### config.mk
export PLATFORM = sky130hd
export DESIGN_NAME = mprx_top
export DESIGN_NICKNAME = d
export VERILOG_FILES = /design/src/rtl/mprx_pkg.sv /design/src/rtl/mprx_sync.sv /design/src/rtl/mprx_sampler.sv /design/src/rtl/mprx_frame.sv /design/src/rtl/mprx_regs.sv /design/src/rtl/mprx_top.sv
export SDC_FILE = /design/constraint.sdc
export NUM_CORES = 1
export LEC_CHECK = 0
export BUFFER_PORTS_ARGS = -buffer_cell sky130_fd_sc_hd__buf_2
export CELL_PAD_IN_SITES_DETAIL_PLACEMENT = 1
export CELL_PAD_IN_SITES_GLOBAL_PLACEMENT = 2
export CORE_UTILIZATION = 32
export CTS_CLUSTER_DIAMETER = 120
export DETAILED_ROUTE_END_ITERATION = 8
export HOLD_SLACK_MARGIN = 0.1
export PLACE_DENSITY_LB_ADDON = 0.1
export SYNTH_ARGS = -nofsm -noshare
export SYNTH_HDL_FRONTEND = slang
export SYNTH_HIERARCHICAL = 1
export SYNTH_SLANG_ARGS = --single-unit
### constraint.sdc
create_clock -name clk -period 1.2 [get_ports clk]
set_input_delay 0 -clock clk [delete_from_list [all_inputs] [get_ports clk]]
set_output_delay 0 -clock clk [all_outputs]
set_load 0.1 [all_outputs]
### src/rtl/mprx_pkg.sv
package mprx_pkg;

  typedef enum logic [1:0] {
    MODE_SHIFT  = 2'b00,
    MODE_ASYNC8 = 2'b01,
    MODE_NINE_A = 2'b10,
    MODE_NINE_B = 2'b11
  } mprx_mode_e;

  typedef enum logic [2:0] {
    ST_IDLE,
    ST_START,
    ST_DATA,
    ST_STOP,
    ST_SHIFT
  } mprx_state_e;

  // control register bit positions (software-visible layout)
  localparam int unsigned CB_TOP  = 7;
  localparam int unsigned CB_LOW  = 6;
  localparam int unsigned CB_MPEN = 5;
  localparam int unsigned CB_REN  = 4;
  localparam int unsigned CB_B9   = 2;
  localparam int unsigned CB_RI   = 0;

endpackage

### src/rtl/mprx_sync.sv
module mprx_sync #(
  parameter int unsigned STAGES  = 2,
  parameter logic        RST_VAL = 1'b0
) (
  input  logic clk,
  input  logic rst_n,
  input  logic d,
  output logic q
);

  logic [STAGES-1:0] stg_q;
  logic [STAGES-1:0] stg_d;

  generate
    if (STAGES == 1) begin : g_one
      always_comb stg_d = d;
    end else begin : g_chain
      always_comb stg_d = {stg_q[STAGES-2:0], d};
    end
  endgenerate

  always_ff @(posedge clk or negedge rst_n) begin
    if (!rst_n) stg_q <= {STAGES{RST_VAL}};
    else        stg_q <= stg_d;
  end

  assign q = stg_q[STAGES-1];

endmodule

### src/rtl/mprx_sampler.sv
module mprx_sampler #(
  parameter int unsigned OVS = 16
) (
  input  logic clk,
  input  logic rst_n,
  input  logic tick,
  input  logic restart,
  input  logic active,
  input  logic rxs,
  output logic vote_stb,
  output logic vote
);

  localparam int unsigned CW  = (OVS > 1) ? $clog2(OVS) : 1;
  localparam int unsigned MID = OVS / 2;

  logic [CW-1:0] cnt_q, cnt_d;
  logic          s_a_q, s_a_d;
  logic          s_b_q, s_b_d;

  always_comb begin
    cnt_d = cnt_q;
    s_a_d = s_a_q;
    s_b_d = s_b_q;
    if (restart) begin
      cnt_d = '0;
    end else if (tick) begin
      cnt_d = (cnt_q == CW'(OVS - 1)) ? '0 : cnt_q + CW'(1);
      if (cnt_q == CW'(MID - 1)) s_a_d = rxs;
      if (cnt_q == CW'(MID))     s_b_d = rxs;
    end
  end

  always_ff @(posedge clk or negedge rst_n) begin
    if (!rst_n) begin
      cnt_q <= '0;
      s_a_q <= 1'b1;
      s_b_q <= 1'b1;
    end else begin
      cnt_q <= cnt_d;
      s_a_q <= s_a_d;
      s_b_q <= s_b_d;
    end
  end

  assign vote_stb = active & tick & ~restart & (cnt_q == CW'(MID + 1));
  assign vote     = (s_a_q & s_b_q) | (s_a_q & rxs) | (s_b_q & rxs);

endmodule

### src/rtl/mprx_frame.sv
module mprx_frame
  import mprx_pkg::*;
#(
  parameter int unsigned OVS    = 16,
  parameter int unsigned DATA_W = 8
) (
  input  logic              clk,
  input  logic              rst_n,
  input  logic              tick,
  input  logic              shift_tick,
  input  logic              rxs,
  input  logic              ren,
  input  logic              ri,
  input  mprx_mode_e        mode,
  output logic              done,
  output logic [DATA_W:0]   frame_bits,
  output logic              stop_bit
);

  localparam int unsigned NB = DATA_W + 1;
  localparam int unsigned IW = $clog2(NB + 1);

  mprx_state_e     state_q, state_d;
  logic [IW-1:0]   idx_q, idx_d;
  logic [NB-1:0]   sh_q, sh_d;
  logic            prev_q, prev_d;
  logic            is_async, is_nine;
  logic [IW-1:0]   last_idx;
  logic            start_det;
  logic            smp_active;
  logic            vote_stb, vote;

  assign is_async   = (mode != MODE_SHIFT);
  assign is_nine    = (mode == MODE_NINE_A) || (mode == MODE_NINE_B);
  assign last_idx   = is_nine ? IW'(DATA_W) : IW'(DATA_W - 1);
  assign start_det  = (state_q == ST_IDLE) & ren & is_async & tick & ~rxs & prev_q;
  assign smp_active = (state_q == ST_START) || (state_q == ST_DATA) || (state_q == ST_STOP);

  mprx_sampler #(.OVS(OVS)) u_smp (
    .clk      (clk),
    .rst_n    (rst_n),
    .tick     (tick),
    .restart  (start_det),
    .active   (smp_active),
    .rxs      (rxs),
    .vote_stb (vote_stb),
    .vote     (vote)
  );

  always_comb begin
    state_d  = state_q;
    idx_d    = idx_q;
    sh_d     = sh_q;
    prev_d   = tick ? rxs : prev_q;
    done     = 1'b0;
    stop_bit = 1'b1;
    case (state_q)
      ST_IDLE: begin
        if (ren) begin
          if (!is_async) begin
            if (!ri) begin
              state_d = ST_SHIFT;
              idx_d   = '0;
            end
          end else if (start_det) begin
            state_d = ST_START;
          end
        end
      end
      ST_START: begin
        if (!ren) begin
          state_d = ST_IDLE;
        end else if (vote_stb) begin
          if (vote) begin
            state_d = ST_IDLE;
          end else begin
            state_d = ST_DATA;
            idx_d   = '0;
          end
        end
      end
      ST_DATA: begin
        if (!ren) begin
          state_d = ST_IDLE;
        end else if (vote_stb) begin
          sh_d[idx_q] = vote;
          if (idx_q == last_idx) state_d = ST_STOP;
          else                   idx_d   = idx_q + IW'(1);
        end
      end
      ST_STOP: begin
        if (!ren) begin
          state_d = ST_IDLE;
        end else if (vote_stb) begin
          done     = 1'b1;
          stop_bit = vote;
          state_d  = ST_IDLE;
        end
      end
      ST_SHIFT: begin
        if (!ren || is_async) begin
          state_d = ST_IDLE;
        end else if (shift_tick) begin
          sh_d[idx_q] = rxs;
          if (idx_q == IW'(DATA_W - 1)) begin
            done    = 1'b1;
            state_d = ST_IDLE;
          end else begin
            idx_d = idx_q + IW'(1);
          end
        end
      end
      default: state_d = ST_IDLE;
    endcase
  end

  always_ff @(posedge clk or negedge rst_n) begin
    if (!rst_n) begin
      state_q <= ST_IDLE;
      idx_q   <= '0;
      sh_q    <= '0;
      prev_q  <= 1'b1;
    end else begin
      state_q <= state_d;
      idx_q   <= idx_d;
      sh_q    <= sh_d;
      prev_q  <= prev_d;
    end
  end

  assign frame_bits = sh_d;

endmodule

### src/rtl/mprx_regs.sv
module mprx_regs
  import mprx_pkg::*;
#(
  parameter int unsigned DATA_W = 8
) (
  input  logic              clk,
  input  logic              rst_n,
  input  logic              ctl_wr,
  input  logic [7:0]        ctl_wdata,
  input  logic [7:0]        ctl_clr,
  input  logic              fe_sel,
  input  logic              done,
  input  logic [DATA_W:0]   frame_bits,
  input  logic              stop_bit,
  output mprx_mode_e        mode,
  output logic              mpen,
  output logic              ren,
  output logic              ri,
  output logic              fe_flag,
  output logic [7:0]        ctl_rdata,
  output logic [DATA_W-1:0] rx_data
);

  logic              sm_hi_q, sm_hi_d;
  logic              sm_lo_q, sm_lo_d;
  logic              mpen_q,  mpen_d;
  logic              ren_q,   ren_d;
  logic              b9_q,    b9_d;
  logic              ri_q,    ri_d;
  logic              fe_q,    fe_d;
  logic [DATA_W-1:0] dat_q,   dat_d;
  logic              qualify, accept, is_async;
  logic              unused_ok;

  assign mode     = mprx_mode_e'({sm_hi_q, sm_lo_q});
  assign is_async = (mode != MODE_SHIFT);

  always_comb begin
    case (mode)
      MODE_SHIFT:  qualify = 1'b1;
      MODE_ASYNC8: qualify = ~mpen_q | stop_bit;
      default:     qualify = ~mpen_q | frame_bits[DATA_W];
    endcase
    accept = done & ~ri_q & qualify;
  end

  always_comb begin
    sm_hi_d = sm_hi_q;
    sm_lo_d = sm_lo_q;
    mpen_d  = mpen_q;
    ren_d   = ren_q;
    b9_d    = b9_q;
    ri_d    = ri_q;
    fe_d    = fe_q;
    dat_d   = dat_q;
    // software write
    if (ctl_wr) begin
      if (fe_sel) fe_d    = ctl_wdata[CB_TOP];
      else        sm_hi_d = ctl_wdata[CB_TOP];
      sm_lo_d = ctl_wdata[CB_LOW];
      mpen_d  = ctl_wdata[CB_MPEN];
      ren_d   = ctl_wdata[CB_REN];
      b9_d    = ctl_wdata[CB_B9];
      ri_d    = ctl_wdata[CB_RI];
    end
    // software clear mask
    if (ctl_clr[CB_TOP] && fe_sel) fe_d = 1'b0;
    if (ctl_clr[CB_B9])            b9_d = 1'b0;
    if (ctl_clr[CB_RI])            ri_d = 1'b0;
    // hardware events take precedence over software in the same cycle
    if (done && is_async && !stop_bit) fe_d = 1'b1;
    if (accept) begin
      dat_d = frame_bits[DATA_W-1:0];
      ri_d  = 1'b1;
      if (mode == MODE_ASYNC8)  b9_d = stop_bit;
      else if (is_async)        b9_d = frame_bits[DATA_W];
    end
  end

  always_ff @(posedge clk or negedge rst_n) begin
    if (!rst_n) begin
      sm_hi_q <= 1'b0;
      sm_lo_q <= 1'b0;
      mpen_q  <= 1'b0;
      ren_q   <= 1'b0;
      b9_q    <= 1'b0;
      ri_q    <= 1'b0;
      fe_q    <= 1'b0;
      dat_q   <= '0;
    end else begin
      sm_hi_q <= sm_hi_d;
      sm_lo_q <= sm_lo_d;
      mpen_q  <= mpen_d;
      ren_q   <= ren_d;
      b9_q    <= b9_d;
      ri_q    <= ri_d;
      fe_q    <= fe_d;
      dat_q   <= dat_d;
    end
  end

  always_comb begin
    ctl_rdata          = '0;
    ctl_rdata[CB_TOP]  = fe_sel ? fe_q : sm_hi_q;
    ctl_rdata[CB_LOW]  = sm_lo_q;
    ctl_rdata[CB_MPEN] = mpen_q;
    ctl_rdata[CB_REN]  = ren_q;
    ctl_rdata[CB_B9]   = b9_q;
    ctl_rdata[CB_RI]   = ri_q;
  end

  assign unused_ok = ^{ctl_wdata[3], ctl_wdata[1], ctl_clr[6:3], ctl_clr[1]};

  assign mpen    = mpen_q;
  assign ren     = ren_q;
  assign ri      = ri_q;
  assign fe_flag = fe_q;
  assign rx_data = dat_q;

endmodule

### src/rtl/mprx_top.sv
module mprx_top
  import mprx_pkg::*;
#(
  parameter int unsigned OVS         = 16,
  parameter int unsigned DATA_W      = 8,
  parameter int unsigned SYNC_STAGES = 2
) (
  input  logic              clk,
  input  logic              rst_n,
  input  logic              bit_tick,
  input  logic              shift_tick,
  input  logic              rx,
  input  logic              fe_sel,
  input  logic              ctl_wr,
  input  logic [7:0]        ctl_wdata,
  input  logic [7:0]        ctl_clr,
  output logic [7:0]        ctl_rdata,
  output logic [DATA_W-1:0] rx_data,
  output logic              rx_irq
);

  logic              rst_core_n;
  logic              rx_s;
  logic              frm_done;
  logic [DATA_W:0]   frm_bits;
  logic              frm_stop;
  mprx_mode_e        mode_q;
  logic              mpen_q, ren_q, ri_q, fe_q;

  // reset: asserted asynchronously, released on a clock edge
  mprx_sync #(.STAGES(2), .RST_VAL(1'b0)) u_rst_sync (
    .clk   (clk),
    .rst_n (rst_n),
    .d     (1'b1),
    .q     (rst_core_n)
  );

  mprx_sync #(.STAGES(SYNC_STAGES), .RST_VAL(1'b1)) u_rx_sync (
    .clk   (clk),
    .rst_n (rst_core_n),
    .d     (rx),
    .q     (rx_s)
  );

  mprx_frame #(.OVS(OVS), .DATA_W(DATA_W)) u_frame (
    .clk        (clk),
    .rst_n      (rst_core_n),
    .tick       (bit_tick),
    .shift_tick (shift_tick),
    .rxs        (rx_s),
    .ren        (ren_q),
    .ri         (ri_q),
    .mode       (mode_q),
    .done       (frm_done),
    .frame_bits (frm_bits),
    .stop_bit   (frm_stop)
  );

  mprx_regs #(.DATA_W(DATA_W)) u_regs (
    .clk        (clk),
    .rst_n      (rst_core_n),
    .ctl_wr     (ctl_wr),
    .ctl_wdata  (ctl_wdata),
    .ctl_clr    (ctl_clr),
    .fe_sel     (fe_sel),
    .done       (frm_done),
    .frame_bits (frm_bits),
    .stop_bit   (frm_stop),
    .mode       (mode_q),
    .mpen       (mpen_q),
    .ren        (ren_q),
    .ri         (ri_q),
    .fe_flag    (fe_q),
    .ctl_rdata  (ctl_rdata),
    .rx_data    (rx_data)
  );

  assign rx_irq = ri_q;

endmodule

# After elaboration in Yosys (flattened, before gate mapping)
# Cells that the tools add are included.
# op_classes
addsub	2
order_cmp	2
n_eq_ne	33
mux	65
bitwise_logic	22
n_reduce_logical	24
# op_table
op	n
4-bit 2-to-1 mux	16
3-bit 2-to-1 mux	14
9-bit 2-to-1 mux	4
1-bit 2-to-1 mux	22
9-bit bitwise mux	2
2-bit != test, second input constant	9
3-bit != test, second input constant	6
9-bit case mux with 2 select lines	1
4-bit case mux with 4 select lines	1
3-bit case mux with 5 select lines	1
1-bit bitwise AND	13
13-bit AND reduction	1
4-bit == test, second input constant	3
9-bit AND reduction	1
3-bit nonzero test	3
4-bit by 1-bit adder with 4-bit output, second input constant	2
4-bit by 3-bit == test with 1-bit output, second input constant	2
3-bit by 2-bit == test with 1-bit output, second input constant	2
2-bit by 1-bit != test with 1-bit output, second input constant	3
3-bit AND reduction	2
4-bit by 5-bit less-than comparator with 1-bit output, second input constant	1
1-bit inverter	5
1-bit demux with 4-bit select	1
2-bit == test, second input constant	2
other kinds (18)	31
# word_totals
reg_bits	42
input_bits	23
output_inout_bits	17
wordCells	165

# Longest topological paths before layout
# Gate-level depths: netlist of run 1.
# depth
word_depth	16
ltp_mapped	14

# Hierarchy
# The synthesis of run 1 kept the hierarchy.
# modules_own_cells
module	instances	cells_per_inst	area_each_um2	seq_area_each_um2
mprx_frame	1	161	1367.6	426.7
mprx_regs	1	58	742.0	375.4
mprx_sampler	1	32	340.3	152.6
mprx_sync (u_rx_sync)	1	2	52.6	52.6
mprx_sync (u_rst_sync)	1	2	50.0	50.0
mprx_top	1	1	3.8	0.0

# Worst setup path after synthesis of run 1
# OpenSTA, ideal clock, no wires.
# synth_path
kind	register to register
startpoint	register u_regs.sm_hi_q
endpoint	register u_regs.dat_q[0], in the netlist u_regs/rx_data[0]
setup_ns	0.125
t_arrival_ns	3.298
required_time_ns	1.075
setup_slack_ns	-2.223
path_stages_with_launch	15
n_path_buf	1
synth_period_minus_slack_ns	3.423
path_cell_list	dfrtp_1 -> buf_4 -> nor2_1 -> or4b_2 -> nor2_1 -> and4bb_2 -> and3_1 -> nand2_1 -> o21a_1 -> o21ai_0 -> o211ai_1 -> nand3b_1 -> nand3b_2 -> a31oi_4 -> mux2_2
# synth_via
elab_chain_len	14
elab_cells_between_ends	27
# synth_lines
item	line	source
start, declared	mprx_regs.sv:24	logic sm_hi_q, sm_hi_d;
start signal, assigned	mprx_regs.sv:91	sm_hi_q <= sm_hi_d;
2-bit nonzero test	mprx_frame.sv:33	assign is_async = (mode != MODE_SHIFT);
1-bit bitwise AND (4 in a row)	mprx_frame.sv:36	assign start_det = (state_q == ST_IDLE) & ren & is_async & tick & ~rxs & prev_q;
via u_frame.start_det	mprx_frame.sv:29	logic start_det;
1-bit inverter (no source line)	n/a	
1-bit bitwise AND (2 in a row)	mprx_sampler.sv:46	assign vote_stb = active & tick & ~restart & (cnt_q == CW'(MID + 1));
via u_frame.vote_stb	mprx_frame.sv:31	logic vote_stb, vote;
9-bit 2-to-1 mux	mprx_frame.sv:85	end else if (vote_stb) begin
9-bit 2-to-1 mux	mprx_frame.sv:83	if (!ren) begin
9-bit case mux with 2 select lines	mprx_frame.sv:57	case (state_q)
via frm_bits[8]	mprx_top.sv:25	logic [DATA_W:0] frm_bits;
1-bit OR	mprx_regs.sv:42	default: qualify = ~mpen_q | frame_bits[DATA_W];
1-bit case mux with 2 select lines	mprx_regs.sv:39	case (mode)
1-bit bitwise AND	mprx_regs.sv:44	accept = done & ~ri_q & qualify;
end signal, assigned	mprx_regs.sv:98	dat_q <= dat_d;
end, declared	mprx_regs.sv:31	logic [DATA_W-1:0] dat_q, dat_d;
# The timed path passes the listed nets, and every way through them passes these cells.
# A chain may end at the register's enable or synchronous reset.

# Worst setup path in the final report of run 1
# layout_path
startpoint	register u_frame.prev_q
endpoint	register u_regs.dat_q[5], in the netlist u_regs/rx_data[5]
# layout_via
elab_chain_len	10
elab_cells_between_ends	18
# layout_lines
item	line	source
start, declared	mprx_frame.sv:26	logic prev_q, prev_d;
start signal, assigned	mprx_frame.sv:127	prev_q <= prev_d;
1-bit bitwise AND	mprx_frame.sv:36	
via u_frame.start_det	mprx_frame.sv:29	
1-bit inverter (no source line)	n/a	
1-bit bitwise AND (2 in a row)	mprx_sampler.sv:46	
via u_frame.vote_stb	mprx_frame.sv:31	
9-bit 2-to-1 mux	mprx_frame.sv:85	
9-bit 2-to-1 mux	mprx_frame.sv:83	
9-bit case mux with 2 select lines	mprx_frame.sv:57	
via frm_bits[8]	mprx_top.sv:25	
1-bit OR	mprx_regs.sv:42	
1-bit case mux with 2 select lines	mprx_regs.sv:39	
1-bit bitwise AND	mprx_regs.sv:44	
# The timed path passes the listed nets, and every way through them passes these cells.

==> results of run 1 <==
-- cells by family (layout without fill, tap and decap cells) --
kind of cell	Yosys count	in the layout	synth area share
other	2	3	0.00294
buffers and inverters	30	137	0.0612
adder cells (fa/ha/maj)	8	8	0.0382
AND/OR/NAND/NOR	84	84	0.191
flip-flops	42	42	0.414
AO/OA/AOI/OAI	56	56	0.151
XOR/XNOR	2	2	0.00685
multiplexers	32	32	0.135
-- cell type report --
cell class	instances	area, um^2	share of cell area
Clock buffer	6	82.6	0.0209
Clock inverter	2	16.3	0.00412
Inverter	10	37.5	0.00950
Multi-Input combinational cell	185	1620	0.409
Sequential cell	42	1060	0.268
Tap cell	102	128	0.0323
Timing Repair Buffer	119	1010	0.256
-- cell usage after synthesis (5+ instances only) --
| library cell | count |
|---|---|
| nand2_1 | 22 |
| o221ai_1 | 8 |
| inv_1 | 9 |
| nand3_1 | 8 |
| clkbuf_1 | 8 |
| o21ai_0 | 16 |
| nand2b_1 | 5 |
| dfrtp_1 | 37 |
| mux2i_1 | 12 |
| nor2_1 | 10 |
| nor2b_1 | 7 |
| ha_1 | 7 |
| a21oi_1 | 12 |
| mux2_2 | 19 |
| dfstp_2 | 5 |
| buf_4 | 9 |
-- worst max-delay path, cell delays in order, from the launching register on --
cell	delay, ns
dfstp_2	0.54
nand2_2	0.05
or4b_4	0.53
nor2_4	0.11
and4bb_2	0.25
and3_4	0.16
nand2_4	0.05
o21a_1	0.10
o21ai_1	0.06
o211ai_1	0.11
nand3b_1	0.19
nand3b_4	0.10
a31oi_4	0.22
clkbuf_16	0.19
mux2_4	0.29
-- power by group through the flow --
| stage | registers, mW | clock network (mW) | logic (mW) |
|---|---|---|---|
| after floorplan | 1.86 | 0 | 1.46 |
| after global placement | 1.76 | 0 | 2.68 |
| after detailed placement | 1.77 | 0 | 2.71 |
| after CTS | 1.75 | 1.06 | 2.95 |
| after global routing | 1.78 | 1.11 | 3.20 |
| final | 1.75 | 1.03 | 2.96 |
-- metrics by stage --
stage | setup TNS [ns] | power (mW) | hold WS (ns) | std cells | area, um^2
after CTS | -45.22 | 5.75 | 0.119 | 461 | 3880
after detailed placement | -44.35 | 4.48 | -0.212 | 433 | 3400
after global placement | -42.79 | 4.44 | -0.214 | 433 | 3400
after global routing | -48.59 | 6.09 | 0.136 | 466 | 3950
final | -45.56 | 5.74 | 0.104 | 466 | 3950
after floorplan | -40.20 | 3.31 | -0.296 | 257 | 2660
-- sequential cells by signal, indices dropped and copies added, names as in the netlist, 2 cells and up --
register / count
u_frame/sh_q: 9
u_regs/rx_data: 8
u_frame/idx_q: 4
u_frame/u_smp/cnt_q: 4
u_frame/state_q: 3
u_rst_sync/stg_q: 2
u_rx_sync/stg_q: 2
-- repair_timing --
action / CTS / global route
resized for setup: 44 / 6
setup endpoints to repair: 34 / 34
endpoints found under the hold margin: 10 / 0
cloned: 0 / 1
pin swaps: 17 / 8
buffers inserted: 10 / 6
hold buffers: 13 / 0
-- metal layers --
layer / up-vias / GRT usage / share of wire
met3: 11 / 0.0218 / 0.019
met1: 1199 / 0.266 / 0.47
met4: 0 / 0.0661 / 0.019
met5: - / 0 / 0
li1: 1140 / - / -
met2: 40 / 0.348 / 0.49
-- cell usage in the layout, fill, tap and decap left out, types with 3 or more instances in the layout --
cell,instances
a21oi_1,9
buf_12,8
buf_2,24
buf_4,65
buf_6,8
clkbuf_8,6
conb_1,3
dfrtp_1,35
dfstp_2,5
dlygate4sd3_1,13
ha_1,7
inv_1,8
mux2_2,8
mux2_4,11
mux2i_1,12
nand2_1,18
nand2b_1,5
nand3_1,7
nand4_1,4
nand4b_1,3
nor2_1,7
nor2_4,3
nor2b_1,7
nor3b_1,3
o211ai_1,3
o21ai_0,7
o21ai_1,5
o21ai_2,4
o221ai_2,7
-- path summary, 6_finish.rpt --
kind                            slack (ns)                start                  end
worst max-delay path                 -1.87       u_frame/prev_q    u_regs/rx_data[5]
worst min-delay path                  0.10         ctl_wdata[2]          u_regs/b9_q
worst max register to register       -1.87       u_frame/prev_q    u_regs/rx_data[5]
worst min register to register        0.23  u_rst_sync/stg_q[1]    u_regs/rx_data[2]
max in group asynchronous             0.53                rst_n  u_rst_sync/stg_q[1]
min in group asynchronous             0.23  u_rst_sync/stg_q[1]    u_regs/rx_data[2]
==> results.cfg, run 1 <==
[timing]
fin_ws_ns = -1.87
finalMaxSlewViolations = 0
timing.final.crit_period_ns = 3.07
setup_repair_after_global_routing_missed_its_margin = true
clock.fmax_ghz = 0.326
finalClockSkew_ns = 0.0113
layout_worst_path_cycle_share = 2.56
timing_hold_violations_final = 0
finalSetupViolations = 34

[run_status]
violations = setup timing
status = finished with violations

[power]
clockPowerShare = 0.179
cellLeakagePower_nw = 1.80
switching_share = 0.399
power-per-cell-area_mw_per_mm2 = 1450
ir_drop_v = 0.000779
power.sequential.fraction = 0.305
share_comb_of_total_power = 0.516
p_switching_mw = 2.29
intPower_mw = 3.45

[finish]
share_of_cells_above_drive_strength_1 = 0.500
area_delta_synth_final_pct = 54.6
nNetsFinal = 393
finish.utilization = 0.511
filler_cell_count = 866
antenna-diode-count = 0

[synth]
synthDominantAreaCellType = dfrtp_1
distinct_cells_synth = 58
asyncSetResetFlopFracSynth = 1.00
synth-edff-count = 0
synth.yosys.warnings = 6
synth_flop_cell = dfrtp_1
synth_area_mm2 = 0.00256
number_of_storage_elements_in_the_synthesis_netlist = 42
fraction_of_post_synthesis_cell_area_in_the_top_cell_type_by_area = 0.362
postSynthAreaPerCell_um2 = 9.99
leading_cell_types_by_total_area_after_synthesis = dfrtp_1 (36%), mux2_2 (8.4%), dfstp_2 (5.1%)
synth_seq_area_share = 0.414
post_synth_inst_count = 256

[grt]
grt_max_degree = 41
first_pass_grt_wire_length_mm = 13.2
antenna_found_initial = 0
vias_in_the_first_global_route = 2561
gr_overflow_total = 0
grt_usage = 0.203

[routing]
drtPass1Iterations = 4
remaining_drc_errors = 0
via_count = 2390
routedWlPerCell_um = 17.1
postRouteAntennaNets = 0
wl_mm = 7.98
via_per_inst = 5.13
detail_route.iter0.violations = 89

[setup_path]
path_class = register to register
reg2reg_depth = 14
timing.critical_path.fanout_max = 4
crit_path_end_kind = register
critPathArrivalTime_ns = 3.26
worstSetupStartpointType = register
timing.critical_path.required_ns = 1.39

[floorplan]
placement_rows = 32
die_y_um = 91.4
boundaryPins = 40
design.core.area_mm2 = 0.00773
die_x_um = 91.4
effective_utilization_at_floorplan = 0.331
die-area_mm2 = 0.00835

[cts]
clkSlewWorstSetupHoldPaths_ns = 0.09
cts.root.buffer_cell = clkbuf_8
clk_path_buf_depth = 2
cts.sink_count = 42
clk-insertion-delay-late_ns = 0.30
cts_tree = yes
cts-htree-levels = 2
tritoncts.num_buffers = 5

[run]
drv_cap = 0

[min_path]
holdCritPathClass = primary input to register
whs_path_depth = 3

[place]
globalplace.congestion = 0.792
place.port_buffers = 30
dp_wirelength_mm = 5.69
placement.setup.worst_slack_ns = -1.82
No activity file was read; power rests on OpenSTA's default activity.
==> run 2: changes to the inputs <==
PLACE_DENSITY = 0.75   (was unset)
PLACE_DENSITY_LB_ADDON = unset   (was 0.1)
==> run 2 against run 1 <==
The run still ends with setup timing left. Clock power rose by 39%. Final cell count up 0.21%. Global-route usage grew 2.3 points. Wire length increased by 10%. Power increased by 8.3%. Die area unchanged. Critical path type unchanged. Largest power group unchanged.
==> results.cfg, run 2 (same netlist as run 1, synthesis figures left out) <==
[finish]
filler_cell_count = 850
max_reg_flops = 9
mostFrequentLayoutCell = buf_4
nNetsFinal = 394
antenna-diode-count = 0
area_delta_synth_final_pct = 56.5
share_of_cells_above_drive_strength_1 = 0.488
finish.utilization = 0.518
mostFrequentLayoutCells = buf_4 (60), dfrtp_1 (35), buf_2 (24), nand2_1 (18), dlygate4sd3_1 (17)
regMostFlops = u_frame/sh_q

[routing]
routedWlPerCell_um = 18.8
detail_route.iter0.violations = 125
remaining_drc_errors = 0
wl_mm = 8.79
postRouteAntennaNets = 0
via_per_inst = 5.14
via_count = 2401
drtPass1Iterations = 4

[setup_path]
worstReg2RegEnd = u_regs/rx_data[0]
path_class = register to register
timing.critical_path.required_ns = 1.40
reg2reg_depth = 14
crit_path_end_kind = register
critPathArrivalTime_ns = 3.30
crit_path_end = u_regs/rx_data[0]
reg2reg_slack_ns = -1.90
crit-reg2reg-launch = u_frame/prev_q
worstSetupStartpointType = register
timing.critical_path.fanout_max = 9
cp-startpoint = u_frame/prev_q

[cts]
cts.sink_count = 42
clk_path_buf_depth = 2
clk-insertion-delay-late_ns = 0.31
cts-htree-levels = 2
clkSlewWorstSetupHoldPaths_ns = 0.10
tritoncts.num_buffers = 5
cts.root.buffer_cell = clkbuf_8
cts_tree = yes

[floorplan]
die_y_um = 91.4
boundaryPins = 40
design.core.area_mm2 = 0.00773
die_x_um = 91.4
effective_utilization_at_floorplan = 0.331
die-area_mm2 = 0.00835
placement_rows = 32

[timing]
clock.fmax_ghz = 0.323
timing.final.crit_period_ns = 3.10
finalClockSkew_ns = 0.00768
timing_hold_violations_final = 0
fin_ws_ns = -1.90
finalMaxSlewViolations = 0
setup_repair_after_global_routing_missed_its_margin = true
finalSetupViolations = 34
layout_worst_path_cycle_share = 2.58

[grt]
gr_overflow_total = 0
first_pass_grt_wire_length_mm = 14.6
grt.met3_usage = 0.0310
gr-usage-met2 = 0.396
grt_max_degree = 41
grt_most_used_layer = met2
grt_usage = 0.225
vias_in_the_first_global_route = 2722
antenna_found_initial = 0
grt_met1_use = 0.291

[power]
power-per-cell-area_mw_per_mm2 = 1550
cellLeakagePower_nw = 1.83
intPower_mw = 3.83
clockPowerShare = 0.230
power.sequential.fraction = 0.282
ir_drop_v = 0.000859
switching_share = 0.383
share_comb_of_total_power = 0.488
p_switching_mw = 2.38
report.power.total_mw = 6.21

[run_status]
status = finished with violations
violations = setup timing

[place]
dp_wirelength_mm = 5.44
place.port_buffers = 30
placement.setup.worst_slack_ns = -1.85
globalplace.congestion = 0.798

[min_path]
holdCritPathClass = primary input to register
worst_hold_startpoint = bit_tick

[run]
drv_cap = 0
run 2: cell types whose count changed in the layout (fill, tap and decap cells not counted), sizes merged:
cell and change:
buf -2, clkinvlp -1, inv -1, clkinv +1, clkbuf -2, dlygate4sd3 +4, bufinv +2
run 2: worst min path at each step:
stage | end | slack, ns | cells past startpoint
final | u_frame/prev_q | 0.14 | 3
after global routing | u_frame/prev_q | 0.14 | 3
after CTS | u_regs/b9_q | 0.11 | 3
after detailed placement | u_rst_sync/stg_q[0] | -0.21 | 1
after global placement | u_rst_sync/stg_q[0] | -0.22 | 1
after floorplan | u_rst_sync/stg_q[0] | -0.30 | 0
run 2: metrics by stage:
stage               instance area, um^2  TNS (ns)  hold WS, ns  instances
finish                             4000    -50.18        0.135        467
global route                       4000    -53.22        0.143        467
CTS                                3970    -48.77        0.108        468
floorplan                          2660    -40.20       -0.296        257
global placement                   3360    -42.95       -0.216        427
detailed placement                 3360    -44.52       -0.212        427
run 2: area by class of cell:
type | instances | area (um^2) | share of cell area
Clock buffer | 5 | 68.8 | 0.0172
Clock inverter | 3 | 68.8 | 0.0172
Inverter | 10 | 37.5 | 0.00938
Multi-Input combinational cell | 185 | 1610 | 0.402
Sequential cell | 42 | 1060 | 0.265
Tap cell | 102 | 128 | 0.0319
Timing Repair Buffer | 120 | 1030 | 0.257
run 2: per-layer routing:
metal | wire length (um) | vias up
met5 | 0 | -
met4 | 59 | 0
met3 | 163 | 8
met2 | 4590 | 32
met1 | 3970 | 1218
li1 | - | 1143
run 2: power groups by stage:
stage          clock [mW]  sequential, mW  combinational [mW]
5_1_grt              1.50            1.77                3.29
4_1_cts              1.46            1.75                2.91
2_1_floorplan           0            1.86                1.46
3_3_place_gp            0            1.76                2.61
3_5_place_dp            0            1.77                2.65
6_report             1.43            1.75                3.03
run 2: critical path, cell delays in order (launching register included):
cell      delay (ns)
dfstp_2         0.55
nand2_2         0.06
or4b_4          0.55
nor2_4          0.14
and4bb_2        0.26
and3_4          0.16
nand2_4         0.06
o21a_1          0.10
o21ai_1         0.05
o211ai_1        0.12
nand3b_1        0.18
nand3b_4        0.10
a31oi_4         0.17
buf_12          0.16
mux2_4          0.31
run 2: what timing repair did:
action | CTS | global route
setup endpoints to repair | 34 | 34
setup buffers | 17 | 10
pin swaps | 18 | 10
gates resized for setup | 43 | 19
hold buffers | 17 | 0
hold endpoints to repair | 10 | 0
==> run 3: changes to the inputs <==
CORE_UTILIZATION = 33   (was 32)
CTS_BUF_LIST = sky130_fd_sc_hd__clkbuf_8   (was unset)
PLACE_DENSITY = unset   (was 0.75)
PLACE_DENSITY_LB_ADDON = 0.25   (was unset)
==> run 3 against run 2 <==
Sequential power hardly changed. Combinational power hardly changed. Clock-buffer cell count stayed put. Worst hold slack worse by 0.017 ns. Utilization is 0.43 points higher. Largest power group unchanged. Sequential share of layout area is 1.1 points higher. Critical endpoint unchanged. Cell area is 3.8% lower. First-iteration DRC count is 9.6% lower. The run still ends with setup timing left.
==> results.cfg, run 3 (same netlist as run 1, synthesis figures left out) <==
[run_status]
status = finished with violations
violations = setup timing

[timing]
finalMaxSlewViolations = 0
finalSetupViolations = 34
fin_ws_ns = -1.86
finalClockSkew_ns = 0.0137
worstMarginPinSlew_ns = 0.513
layout_worst_path_cycle_share = 2.55
setup_repair_after_global_routing_missed_its_margin = true
clock.fmax_ghz = 0.327
timing.final.crit_period_ns = 3.06
hold_slack_ns = 0.118
timing_hold_violations_final = 0
relSlewSlack = 0.654

[finish]
regMostFlops = u_frame/sh_q
mostFrequentLayoutCells = buf_4 (64), dfrtp_1 (35), buf_2 (24), nand2_1 (20), dlygate4sd3_1 (14)
area_delta_synth_final_pct = 50.5
share_of_cells_above_drive_strength_1 = 0.482
mostFrequentLayoutCell = buf_4
final-instance-count-excl-fill = 460
antenna-diode-count = 0
finish.utilization = 0.522
max_reg_flops = 9
nNetsFinal = 390

[routing]
via_per_inst = 5.18
routedWlPerCell_um = 16.7
detail_route.iter0.violations = 113
postRouteAntennaNets = 0
remaining_drc_errors = 0
drtPass1Iterations = 4
via_count = 2381
wl_mm = 7.67

[setup_path]
worstReg2RegEnd = u_regs/rx_data[0]
crit-reg2reg-launch = u_frame/prev_q
crit_path_end_kind = register
reg2reg_slack_ns = -1.86
crit_path_end = u_regs/rx_data[0]
critPathArrivalTime_ns = 3.25
reg2reg_depth = 14
timing.critical_path.required_ns = 1.39
worstSetupStartpointType = register
cp-startpoint = u_frame/prev_q
timing.critical_path.cells = nand2_1, or4b_4, nor2_4, and4bb_2, and3_4, nand2_4, o21a_1, o21ai_1, o211ai_1, nand3b_1, nand3b_4, a31oi_4, buf_12, mux2_4
path_class = register to register
critical-path-slowest-cell = dfstp_2
timing.critical_path.fanout_max = 9
critical-path-max-stage-delay_ns = 0.53

[power]
p_switching_mw = 2.29
switching_share = 0.402
intPower_mw = 3.41
power.sequential.fraction = 0.305
cellLeakagePower_nw = 1.75
report.power.total_mw = 5.70
share_comb_of_total_power = 0.526
clockPowerShare = 0.169
ir_drop_v = 0.000627
power-per-cell-area_mw_per_mm2 = 1480

[cts]
tritoncts.num_buffers = 5
clkSlewWorstSetupHoldPaths_ns = 0.09
cts.root.buffer_cell = clkbuf_8
cts-htree-levels = 2
cts.sink_count = 42
clk-insertion-delay-late_ns = 0.31
clk_path_buf_depth = 2
cts_tree = yes

[floorplan]
die_y_um = 90.0
effective_utilization_at_floorplan = 0.347
die-area_mm2 = 0.00810
design.core.area_mm2 = 0.00737
boundaryPins = 40
die_x_um = 90.0
placement_rows = 31

[grt]
gr_overflow_total = 0
vias_in_the_first_global_route = 2582
antenna_found_initial = 0
grt_max_degree = 22
first_pass_grt_wire_length_mm = 13.0
grt_usage = 0.200

[run]
drv_cap = 0

[place]
globalplace.congestion = 0.819
placedCellCount = 432
dp_wirelength_mm = 5.46
place.port_buffers = 30

[min_path]
holdCritPathClass = primary input to register
==> run 3: layout make-up <==
cell class / instances / area (um^2)
clock buffer: 5 / 68.8
clock inverter: 3 / 21.3
fill: 822 / 3520
inverter: 10 / 37.5
multi-input combinational: 185 / 1580
sequential: 42 / 1060
tap: 99 / 124
timing repair buffer: 116 / 960
==> run 3: timing repair <==
action,CTS,global route
endpoints found under the setup margin,34,34
buffers inserted,6,3
pin swaps,10,6
hold endpoints to repair,10,0
resized for setup,20,20
hold buffers,14,0
==> run 3: metrics by stage <==
stage / setup WS (ns) / instance area (um^2) / TNS, ns
floorplan: -1.87 / 2660 / -40.20
finish: -1.86 / 3850 / -45.10
global route: -2.01 / 3850 / -48.85
CTS: -1.85 / 3760 / -44.83
detailed placement: -1.82 / 3400 / -43.80
global placement: -1.77 / 3400 / -42.82
==> run 3: critical path: cells and delay by family, from the launching register on <==
kind | cells | cell delay (ns)
AO/OA/AOI/OAI | 4 | 0.48
buffers and inverters | 1 | 0.16
flip-flops | 1 | 0.53
multiplexers | 1 | 0.30
AND/OR/NAND/NOR | 8 | 1.47
==> run 3: per-layer routing <==
metal | GRT usage | vias to the layer above | routed length, um
li1 | - | 1138 | -
met5 | 0 | - | 0
met1 | 0.267 | 1200 | 3540
met2 | 0.335 | 33 | 3850
met4 | 0.0591 | 0 | 97
met3 | 0.0313 | 10 | 191
==> run 3: power groups by stage <==
stage               Sequential [mW]  Clock, mW  Combinational (mW)
floorplan                      1.86          0                1.46
global placement               1.76          0                2.67
detailed placement             1.77          0                2.72
CTS                            1.74      0.989                2.87
global route                   1.76       1.05                3.27
finish                         1.74      0.964                3.00
==> run 3: worst min path at each step <==
stage / start / endpoint / slack, ns / depth (start not counted)
CTS: bit_tick / u_frame/u_smp/cnt_q[0] / 0.12 / 4
detailed placement: rst_n / u_rst_sync/stg_q[0] / -0.21 / 1
global route: bit_tick / u_frame/prev_q / 0.14 / 3
global placement: rst_n / u_rst_sync/stg_q[0] / -0.21 / 1
floorplan: rst_n / u_rst_sync/stg_q[0] / -0.30 / 0
finish: bit_tick / u_frame/u_smp/cnt_q[0] / 0.12 / 4
